File: config.mk
export PLATFORM = sky130hd
export DESIGN_NAME = trap_seq
export DESIGN_NICKNAME = d
export VERILOG_FILES = /design/src/rtl/trap_seq_pkg.sv /design/src/rtl/trap_seq_ctrl.sv /design/src/rtl/trap_seq_datapath.sv /design/src/rtl/trap_seq.sv
export SDC_FILE = /design/constraint.sdc
export NUM_CORES = 1
export LEC_CHECK = 0
export ABC_AREA = 1
export CORE_MARGIN = 8
export CORE_UTILIZATION = 39
export CTS_CLUSTER_DIAMETER = 40
export DETAILED_ROUTE_END_ITERATION = 7
export GPL_TIMING_DRIVEN = 0
export PLACE_DENSITY = 0.81
export SYNTH_ARGS = -nofsm -noshare
export SYNTH_HDL_FRONTEND = slang
export SYNTH_SLANG_ARGS = --single-unit
export TNS_END_PERCENT = 10
File: constraint.sdc
create_clock -name clk -period 5.1 [get_ports clk]
set_clock_uncertainty 0.05 [all_clocks]
set_input_delay 1.275 -clock clk [delete_from_list [all_inputs] [get_ports clk]]
set_output_delay 1.275 -clock clk [all_outputs]
set_load 0.02 [all_outputs]
File: src/rtl/trap_seq_pkg.sv
package trap_seq_pkg;

  typedef enum logic [1:0] {
    PRIV_USER    = 2'b00,
    PRIV_MACHINE = 2'b11
  } privT;

  typedef struct packed {
    logic doTrap;
    logic doRet;
    logic doLoad;
    logic useVector;
    logic redirect;
  } seqCtrlT;

endpackage

File: src/rtl/trap_seq_ctrl.sv
module trap_seq_ctrl
  import trap_seq_pkg::*;
(
  input  logic    trapValid,
  input  logic    retValid,
  input  logic    statusWrEn,
  input  logic    vecModeBit,
  input  logic    causeIrqBit,
  output seqCtrlT ctrl
);

  always_comb begin
    ctrl           = '0;
    ctrl.doTrap    = trapValid;
    ctrl.doRet     = retValid && !trapValid;
    ctrl.doLoad    = statusWrEn && !trapValid && !retValid;
    ctrl.useVector = trapValid && vecModeBit && causeIrqBit;
    ctrl.redirect  = trapValid || retValid;
  end

endmodule

File: src/rtl/trap_seq_datapath.sv
module trap_seq_datapath
  import trap_seq_pkg::*;
#(
  parameter int XLEN        = 32,
  parameter int STRIDE_LOG2 = 2
) (
  input  logic             clk,
  input  logic             rstN,
  input  seqCtrlT          ctrl,
  input  logic [XLEN-1:0]  trapCause,
  input  logic [XLEN-1:0]  trapPc,
  input  logic [XLEN-1:1]  vecUpper,
  input  logic             wrMie,
  input  logic             wrMpie,
  input  logic [1:0]       wrMpp,
  output logic [1:0]       privOut,
  output logic             mieOut,
  output logic             mpieOut,
  output logic [1:0]       mppOut,
  output logic [XLEN-1:0]  causeOut,
  output logic [XLEN-1:0]  epcOut,
  output logic [XLEN-1:0]  redirectPc
);

  localparam int CODE_MSB = XLEN - 1 - STRIDE_LOG2;

  privT            privQ, mppQ;
  logic            mieQ, mpieQ;
  logic [XLEN-1:0] causeQ, epcQ;

  logic [XLEN-1:0] vecAligned;
  logic [XLEN-1:0] vecOffset;
  logic [XLEN-1:0] trapTarget;
  privT            mppLegal;

  assign vecAligned = {vecUpper, 1'b0};
  assign vecOffset  = {trapCause[CODE_MSB:0], {STRIDE_LOG2{1'b0}}};
  assign trapTarget = ctrl.useVector ? (vecAligned + vecOffset) : vecAligned;
  assign mppLegal   = (wrMpp == 2'b00) ? PRIV_USER : PRIV_MACHINE;

  always_ff @(posedge clk) begin
    if (!rstN) begin
      privQ  <= PRIV_MACHINE;
      mppQ   <= PRIV_USER;
      mieQ   <= 1'b0;
      mpieQ  <= 1'b0;
      causeQ <= '0;
      epcQ   <= '0;
    end else if (ctrl.doTrap) begin
      mppQ   <= privQ;
      privQ  <= PRIV_MACHINE;
      if (mieQ) mpieQ <= 1'b1;
      mieQ   <= 1'b0;
      causeQ <= trapCause;
      epcQ   <= trapPc;
    end else if (ctrl.doRet) begin
      privQ  <= mppQ;
      if (mpieQ) mieQ <= 1'b1;
      mpieQ  <= 1'b0;
    end else if (ctrl.doLoad) begin
      mieQ   <= wrMie;
      mpieQ  <= wrMpie;
      mppQ   <= mppLegal;
    end
  end

  assign redirectPc = ctrl.doTrap ? trapTarget : epcQ;
  assign privOut    = privQ;
  assign mppOut     = mppQ;
  assign mieOut     = mieQ;
  assign mpieOut    = mpieQ;
  assign causeOut   = causeQ;
  assign epcOut     = epcQ;

endmodule

File: src/rtl/trap_seq.sv
module trap_seq
  import trap_seq_pkg::*;
#(
  parameter int XLEN        = 32,
  parameter int STRIDE_LOG2 = 2
) (
  input  logic            clk,
  input  logic            rstN,
  input  logic            trapValid,
  input  logic [XLEN-1:0] trapCause,
  input  logic [XLEN-1:0] trapPc,
  input  logic            retValid,
  input  logic [XLEN-1:0] vecBase,
  input  logic            statusWrEn,
  input  logic            statusWrMie,
  input  logic            statusWrMpie,
  input  logic [1:0]      statusWrMpp,
  output logic [1:0]      privLevel,
  output logic            statusMie,
  output logic            statusMpie,
  output logic [1:0]      statusMpp,
  output logic [XLEN-1:0] causeReg,
  output logic [XLEN-1:0] epcReg,
  output logic            redirectValid,
  output logic [XLEN-1:0] redirectPc
);

  seqCtrlT ctrl;

  trap_seq_ctrl u_ctrl (
    .trapValid  (trapValid),
    .retValid   (retValid),
    .statusWrEn (statusWrEn),
    .vecModeBit (vecBase[0]),
    .causeIrqBit(trapCause[XLEN-1]),
    .ctrl       (ctrl)
  );

  trap_seq_datapath #(
    .XLEN       (XLEN),
    .STRIDE_LOG2(STRIDE_LOG2)
  ) u_dp (
    .clk       (clk),
    .rstN      (rstN),
    .ctrl      (ctrl),
    .trapCause (trapCause),
    .trapPc    (trapPc),
    .vecUpper  (vecBase[XLEN-1:1]),
    .wrMie     (statusWrMie),
    .wrMpie    (statusWrMpie),
    .wrMpp     (statusWrMpp),
    .privOut   (privLevel),
    .mieOut    (statusMie),
    .mpieOut   (statusMpie),
    .mppOut    (statusMpp),
    .causeOut  (causeReg),
    .epcOut    (epcReg),
    .redirectPc(redirectPc)
  );

  assign redirectValid = ctrl.redirect;

endmodule

==> flow_summary.toml, run 1 <==
[timing]
whs_ps = 413
rsz0062_at_grt = "no"
finalCriticalPeriod_ps = 4950
setup_ws_ps = 153
fin_setup_tns_ps = 0
worst_pin_slew_ps = 621
hold_violations = 0
finalMaxSlewViolations = 0
setup_violations = 0
period_share = 0.970
maxSlewHeadroom = 0.586
fmax_mhz = 202

[cts]
cts_sinks = 70
cts_buffers = 9
clockBufferDepth = 2
clkTransAtPathRegs_ps = 60
postCtsSetupRepairBufs = 0
cts_tree = "yes"
htree_levels = 3
clk_latency_ps = 340
root_buffer = "clkbuf_16"

[synth]
syn_inst = 865
synth_xor_area_frac = 0.0240
synth_nets = 1000
syn-cell-area_sq_mm = 0.00510
syn_area_per_cell_sq_um = 5.90
synth-simple-area-share = 0.401
synth_area_leaders = "dfxtp_1, nand2_1, nor2_1, inv_1, ha_1"
synth_top_family_by_area = "simple AND/OR/NAND/NOR gates"
ys_seq_area_frac = 0.275
synth_top_area_share = 0.275
synth_top_area_cell = "dfxtp_1"
ys_types = 33
yosys_warnings = 0
synth-seq-cells = 70
synth_mux_area_frac = 0
synth_compound_area_frac = 0.126
synthAdderAreaFrac = 0.0751

[global_route]
grt_pass1_wl_um = 30500
track_usage = 0.232
grt_overflow = 0
antenna_found_initial = 0
grt_max_degree = 12
grt_pass1_vias = 5885

[finish]
fillCellCount = 1341
finish.utilization = 0.604
drive_gt1_frac = 0.0460
fin_nets = 1217
num_antenna_cells = 0
areaGrowthSynthToFinish_pct = 50.5
fin_area_sq_mm = 0.00768
finalNonFillerCells = 1258

[floorplanning]
coreArea_sq_mm = 0.0127
die_area_sq_mm = 0.0170
die_w_um = 130
die_h_um = 130
start_util = 0.401
rows = 41
io_pins = 208

[placement]
dpl_worst_slack_ps = -312
hpwl_um = 16800
gp_congestion = 0.914
placed_cells_incl_taps = 1243
place_area_sq_mm = 0.00738
placement.io_buffers = 206

[setup_path]
arrival_ps = 3620
slowest_delay_ps = 480
worstPathRequired_ps = 3770
worstSetupStartpointType = "primary input"
end_kind = "output port"
r2r_end = "u_dp.mieOut"
worst-r2r-cell-count = 4
cp_max_fo = 4
crit_path_start = "trapCause[13]"
slowest_stage = "clkdlybuf4s50_1"
critPathMostFrequentCell = "nand2_1"
reg2reg_slack_ps = 4290
critPathKind = "primary input to output port"
worstSetupEndpoint = "redirectPc[28]"
worstPathCellList = "clkdlybuf4s50_1, ha_1, nand2_1, inv_1, nand2_1, nand2_1, nand2_1, nand2_1, a21oi_1, nand3_1, nand3_1, nand2_1, nand2_1, dlygate4sd2_1"
r2r-start = "u_dp.mpieOut"

[power_and_ir_drop]
p_sw_mw = 0.637
clkPwrFrac = 0.335
netSwitchingFraction = 0.337
power_frac_seq = 0.317
p_int_mw = 1.25
pwr_density_cell_mw_per_mm2 = 246
share_comb_of_total_power = 0.349
cellLeakagePower_nw = 3.80
ir_drop_mv = 0.177
finalPower_mw = 1.89

[detailed_routing]
drc = 0
drt_first_pass_iters = 5
wl_per_cell_um = 16.1
wl_um = 20200
via_per_inst = 4.93
drtAntennaViolNets = 0
drt-initial-drc-count = 406
vias = 6200

[job]
max_cap_violations = 0

[hold_path]
hp-class = "flip-flop to flip-flop"
hold_start = "u_dp.causeOut[31]"

[outcome]
status = "finished, final reports clean"
registers in the layout (all words and copies together), names as in the netlist:
register / cells
u_dp.causeOut: 32
u_dp.epcOut: 32
u_dp.mppOut: 2
u_dp.privOut: 2
u_dp.mieOut: 1
u_dp.mpieOut: 1
layout by cell type (no fill, tap or decap), types with 3 or more instances in the layout:
| cell type | n |
|---|---|
| nand4_1 | 3 |
| o21bai_1 | 3 |
| a21oi_1 | 58 |
| o211ai_1 | 11 |
| clkdlybuf4s50_1 | 183 |
| buf_2 | 10 |
| nand3_2 | 5 |
| o21ai_0 | 37 |
| dlygate4sd2_1 | 15 |
| clkbuf_1 | 20 |
| xnor2_1 | 12 |
| dlymetal6s2s_1 | 6 |
| nor2_1 | 99 |
| clkbuf_16 | 9 |
| nand2_2 | 6 |
| nand2_1 | 311 |
| dfxtp_1 | 70 |
| nand3_1 | 61 |
| ha_1 | 28 |
| nor2_2 | 8 |
| inv_1 | 100 |
worst min path at each step:
stage	to	slack [ps]	cells past startpoint
finish	u_dp.causeOut[31]	410	2
global placement	u_dp.causeOut[31]	380	2
floorplan	u_dp.causeOut[31]	470	2
CTS	u_dp.causeOut[31]	410	2
detailed placement	u_dp.causeOut[31]	400	2
global route	u_dp.causeOut[31]	420	2
kinds of logic (layout without fill, tap and decap cells):
group / Yosys count / count (layout)
AOI/OAI and AO/OA: 118 / 118
xor gates and xnor gates: 14 / 14
adders and majority gates: 30 / 30
buffers and inverters: 132 / 353
DFF: 70 / 70
and+or+nand+nor: 501 / 501
cell type report:
type                            instances  area, sq um  share of cell area
Clock inverter                          4         47.5             0.00619
Sequential cell                        70         1400               0.182
Clock buffer                           11          243              0.0316
Timing Repair Buffer                  206         2050               0.268
Multi-Input combinational cell        663         3210               0.418
Tap cell                              172          215              0.0280
Inverter                              103          387              0.0504
Buffer                                 29          121              0.0158
routing by layer:
metal | vias to the layer above | share of wire | GRT usage
met2 | 189 | 0.46 | 0.389
li1 | 3171 | - | -
met3 | 17 | 0.081 | 0.0604
met1 | 2823 | 0.44 | 0.293
met5 | - | 0 | 0
met4 | 0 | 0.010 | 0.0500
power by group through the flow:
stage                     sequential (mW)  combinational [mW]  clock (mW)
after floorplan                     0.651               0.324           0
after global placement              0.608               0.659           0
after detailed placement            0.610               0.665           0
after CTS                           0.598               0.659       0.637
after global routing                0.602               0.721       0.663
final                               0.598               0.659       0.633
worst max-delay path, delay by kind of cell:
family,cells,cell delay (ps)
AO/OA/AOI/OAI,1,250
adder cells (fa/ha/maj),1,380
buffers and inverters,3,900
AND/OR/NAND/NOR,9,800
Yosys cell counts (all sizes together):
| cell type | n |
|---|---|
| nand2b | 1 |
| ha | 29 |
| o21ai | 39 |
| xor2 | 2 |
| nor3 | 3 |
| clkbuf | 19 |
| a211oi | 2 |
| nand4 | 3 |
| a31oi | 2 |
| buf | 10 |
| and2 | 2 |
| o22ai | 1 |
| dfxtp | 70 |
| nand2 | 317 |
| clkinv | 2 |
| a21o | 1 |
| o311ai | 1 |
| nor2 | 108 |
| inv | 101 |
| fa | 1 |
| xnor2 | 12 |
| a21oi | 58 |
| nand3 | 66 |
| o21bai | 3 |
| o211ai | 11 |
| nand3b | 1 |
repair_timing:
item | 4_1_cts | 5_1_grt
gates resized for setup | 20 | 13
endpoints found under the setup margin | 17 | 14
hold buffers | 0 | 0
pin swaps | 1 | 0
Note: power is estimated with default switching activity, not from simulation.
==> inputs of run 2 (changes only) <==
--- a/config.mk
+++ b/config.mk
@@ -5,13 +5,12 @@
 export SDC_FILE = /design/constraint.sdc
 export NUM_CORES = 1
 export LEC_CHECK = 0
-export ABC_AREA = 1
 export CORE_MARGIN = 8
 export CORE_UTILIZATION = 39
 export CTS_CLUSTER_DIAMETER = 40
 export DETAILED_ROUTE_END_ITERATION = 7
 export GPL_TIMING_DRIVEN = 0
-export PLACE_DENSITY = 0.81
+export PLACE_DENSITY = 0.83
 export SYNTH_ARGS = -nofsm -noshare
 export SYNTH_HDL_FRONTEND = slang
 export SYNTH_SLANG_ARGS = --single-unit
==> run 2 against run 1 <==
Net effect: the run now ends with setup timing left; sequential share of layout area rose by 0.28 points; critical path depth fell by 1; worst hold slack improved by 45 ps; final area fell by 1.5%; critical endpoint is now redirectPc[24]; largest power group is now clock.
==> flow_summary.toml, run 2 <==
[timing]
fmax_mhz = 192
finalMaxSlewViolations = 0
worst_pin_slew_ps = 807
maxSlewHeadroom = 0.462
rsz0062_at_grt = "yes"
setup_violations = 5
finalCriticalPeriod_ps = 5200
fin_setup_tns_ps = -328
hold_violations = 0
setup_ws_ps = -99.2
period_share = 1.02

[global_route]
antenna_found_initial = 0
grt_overflow = 0
grt_max_degree = 13
grt_pass1_vias = 5421
track_usage = 0.226
grt_pass1_wl_um = 28500

[detailed_routing]
drtAntennaViolNets = 0
drt_first_pass_iters = 4
via_per_inst = 5.48
wl_per_cell_um = 20.2
drt-initial-drc-count = 254
wl_um = 18900
drc = 0
vias = 5113

[finish]
finish.utilization = 0.657
finalNonFillerCells = 933
fin_area_sq_mm = 0.00756
drive_gt1_frac = 0.123
num_antenna_cells = 0
mostFrequentLayoutCell = "clkdlybuf4s50_1"
fillCellCount = 916
fin_nets = 920
final_cell_mix = "clkdlybuf4s50_1, nor2b_1, a21oi_1, dfxtp_1, mux2i_1"
areaGrowthSynthToFinish_pct = 63.3

[synth]
synthTopCellsByCount = "nor2b_1, a21oi_1, dfxtp_1, mux2i_1, ha_1"
syn_area_per_cell_sq_um = 8.27
synth_area_leaders = "dfxtp_1, nor2b_1, a21oi_1, ha_1, mux2i_1"
syn_inst = 560
synthFlopType = "dfxtp_1"
synth_nets = 695
ys_types = 54
yosys_warnings = 0
syn-cell-area_sq_mm = 0.00463
synth_top_area_cell = "dfxtp_1"
async_reset_ff_frac = 0
synth_edf_count = 0
synth_top_area_share = 0.303
synth.most_common_cell = "nor2b_1"
synth-seq-cells = 70
ys_seq_area_frac = 0.303

[outcome]
failed_checks = "setup timing"
status = "finished, violations left"

[cts]
htree_levels = 3
root_buffer = "clkbuf_16"
clk_latency_ps = 340
cts_sinks = 70
cts_tree = "yes"
clkTransAtPathRegs_ps = 60
cts_buffers = 9
clockBufferDepth = 2

[power_and_ir_drop]
netSwitchingFraction = 0.308
cellLeakagePower_nw = 3.11
finalPower_mw = 2.04
p_sw_mw = 0.627
pwr_density_cell_mw_per_mm2 = 269
power_frac_seq = 0.293
clkPwrFrac = 0.365
p_int_mw = 1.41
share_comb_of_total_power = 0.342
ir_drop_mv = 0.270

[floorplanning]
rows = 39
die_area_sq_mm = 0.0156
die_h_um = 125
start_util = 0.402
io_pins = 208
die_w_um = 125
coreArea_sq_mm = 0.0115

[placement]
gp_congestion = 0.878
hpwl_um = 14000
placement.io_buffers = 205
placed_cells_incl_taps = 908
place_area_sq_mm = 0.00686

[hold_path]
hold_depth = 2
hp-class = "flip-flop to flip-flop"

[job]
max_cap_violations = 0

[setup_path]
end_kind = "output port"
arrival_ps = 3870
worstPathRequired_ps = 3770
worst-r2r-cell-count = 3
critPathKind = "primary input to output port"
cp_max_fo = 3
worstSetupStartpointType = "primary input"
[run 2: path summary, 6_finish.rpt]
check | start | endpoint | slack, ps
setup reg to reg | u_dp.mieOut | u_dp.mpieOut | 4200
setup / recovery | vecBase[2] | redirectPc[24] | -100
hold reg to reg | u_dp.privOut[0] | u_dp.privOut[0] | 460
hold / removal | u_dp.privOut[0] | u_dp.privOut[0] | 460
[run 2: repair_timing]
| action | CTS | global route |
|---|---|---|
| hold buffers | 0 | 0 |
| buffers inserted | 8 | 7 |
| pin swaps | 21 | 27 |
| endpoints found under the setup margin | 26 | 18 |
| gates resized for setup | 110 | 46 |
| gates cloned | 0 | 0 |
[run 2: per-stage QoR]
step                setup slack (ps)  hold slack, ps
CTS                             -223             454
global route                    -212             474
floorplan                       87.2             492
finish                         -99.2             458
detailed placement             -1140             438
global placement               -1150             410
[run 2: kinds of logic after synthesis]
kind of cell / synth area share
XOR/XNOR: 0.0454
flip-flops: 0.303
AND/OR/NAND/NOR: 0.217
buffers and inverters: 0.0330
adder cells (fa/ha/maj): 0.0827
multiplexers: 0.0735
AO/OA/AOI/OAI: 0.246
[run 2: final cells by class]
| cell class | count | area [sq um] | area share |
|---|---|---|---|
| buffer | 26 | 109 | 0.0144 |
| clock buffer | 10 | 239 | 0.0316 |
| clock inverter | 6 | 109 | 0.0144 |
| inverter | 8 | 30.0 | 0.00397 |
| multi-input combinational | 450 | 3370 | 0.445 |
| sequential | 70 | 1400 | 0.185 |
| tap | 143 | 179 | 0.0237 |
| timing repair buffer | 220 | 2130 | 0.281 |
[run 2: layer usage]
metal | track usage | vias up | wire length (um)
met3 | 0.0748 | 30 | 1370
met1 | 0.248 | 2430 | 7760
met2 | 0.398 | 204 | 9290
met4 | 0.0874 | 0 | 438
li1 | - | 2449 | -
met5 | 0 | - | 0
[run 2: critical path, stage by stage]
cell and delay [ps]:
buf_8 100, ha_4 160, fa_2 360, a211o_1 320
a211oi_4 270, nor2_1 100, and2_4 180, o21a_1 220
a41o_1 290, o221ai_2 170, xor2_1 180, o21ai_1 80
buf_4 180
[run 2: power groups by stage]
stage,registers [mW],logic (mW),clock network (mW)
after floorplan,0.644,0.315,0
after global placement,0.605,0.623,0
after detailed placement,0.606,0.636,0
after CTS,0.595,0.657,0.750
after global routing,0.599,0.743,0.771
final,0.596,0.697,0.743
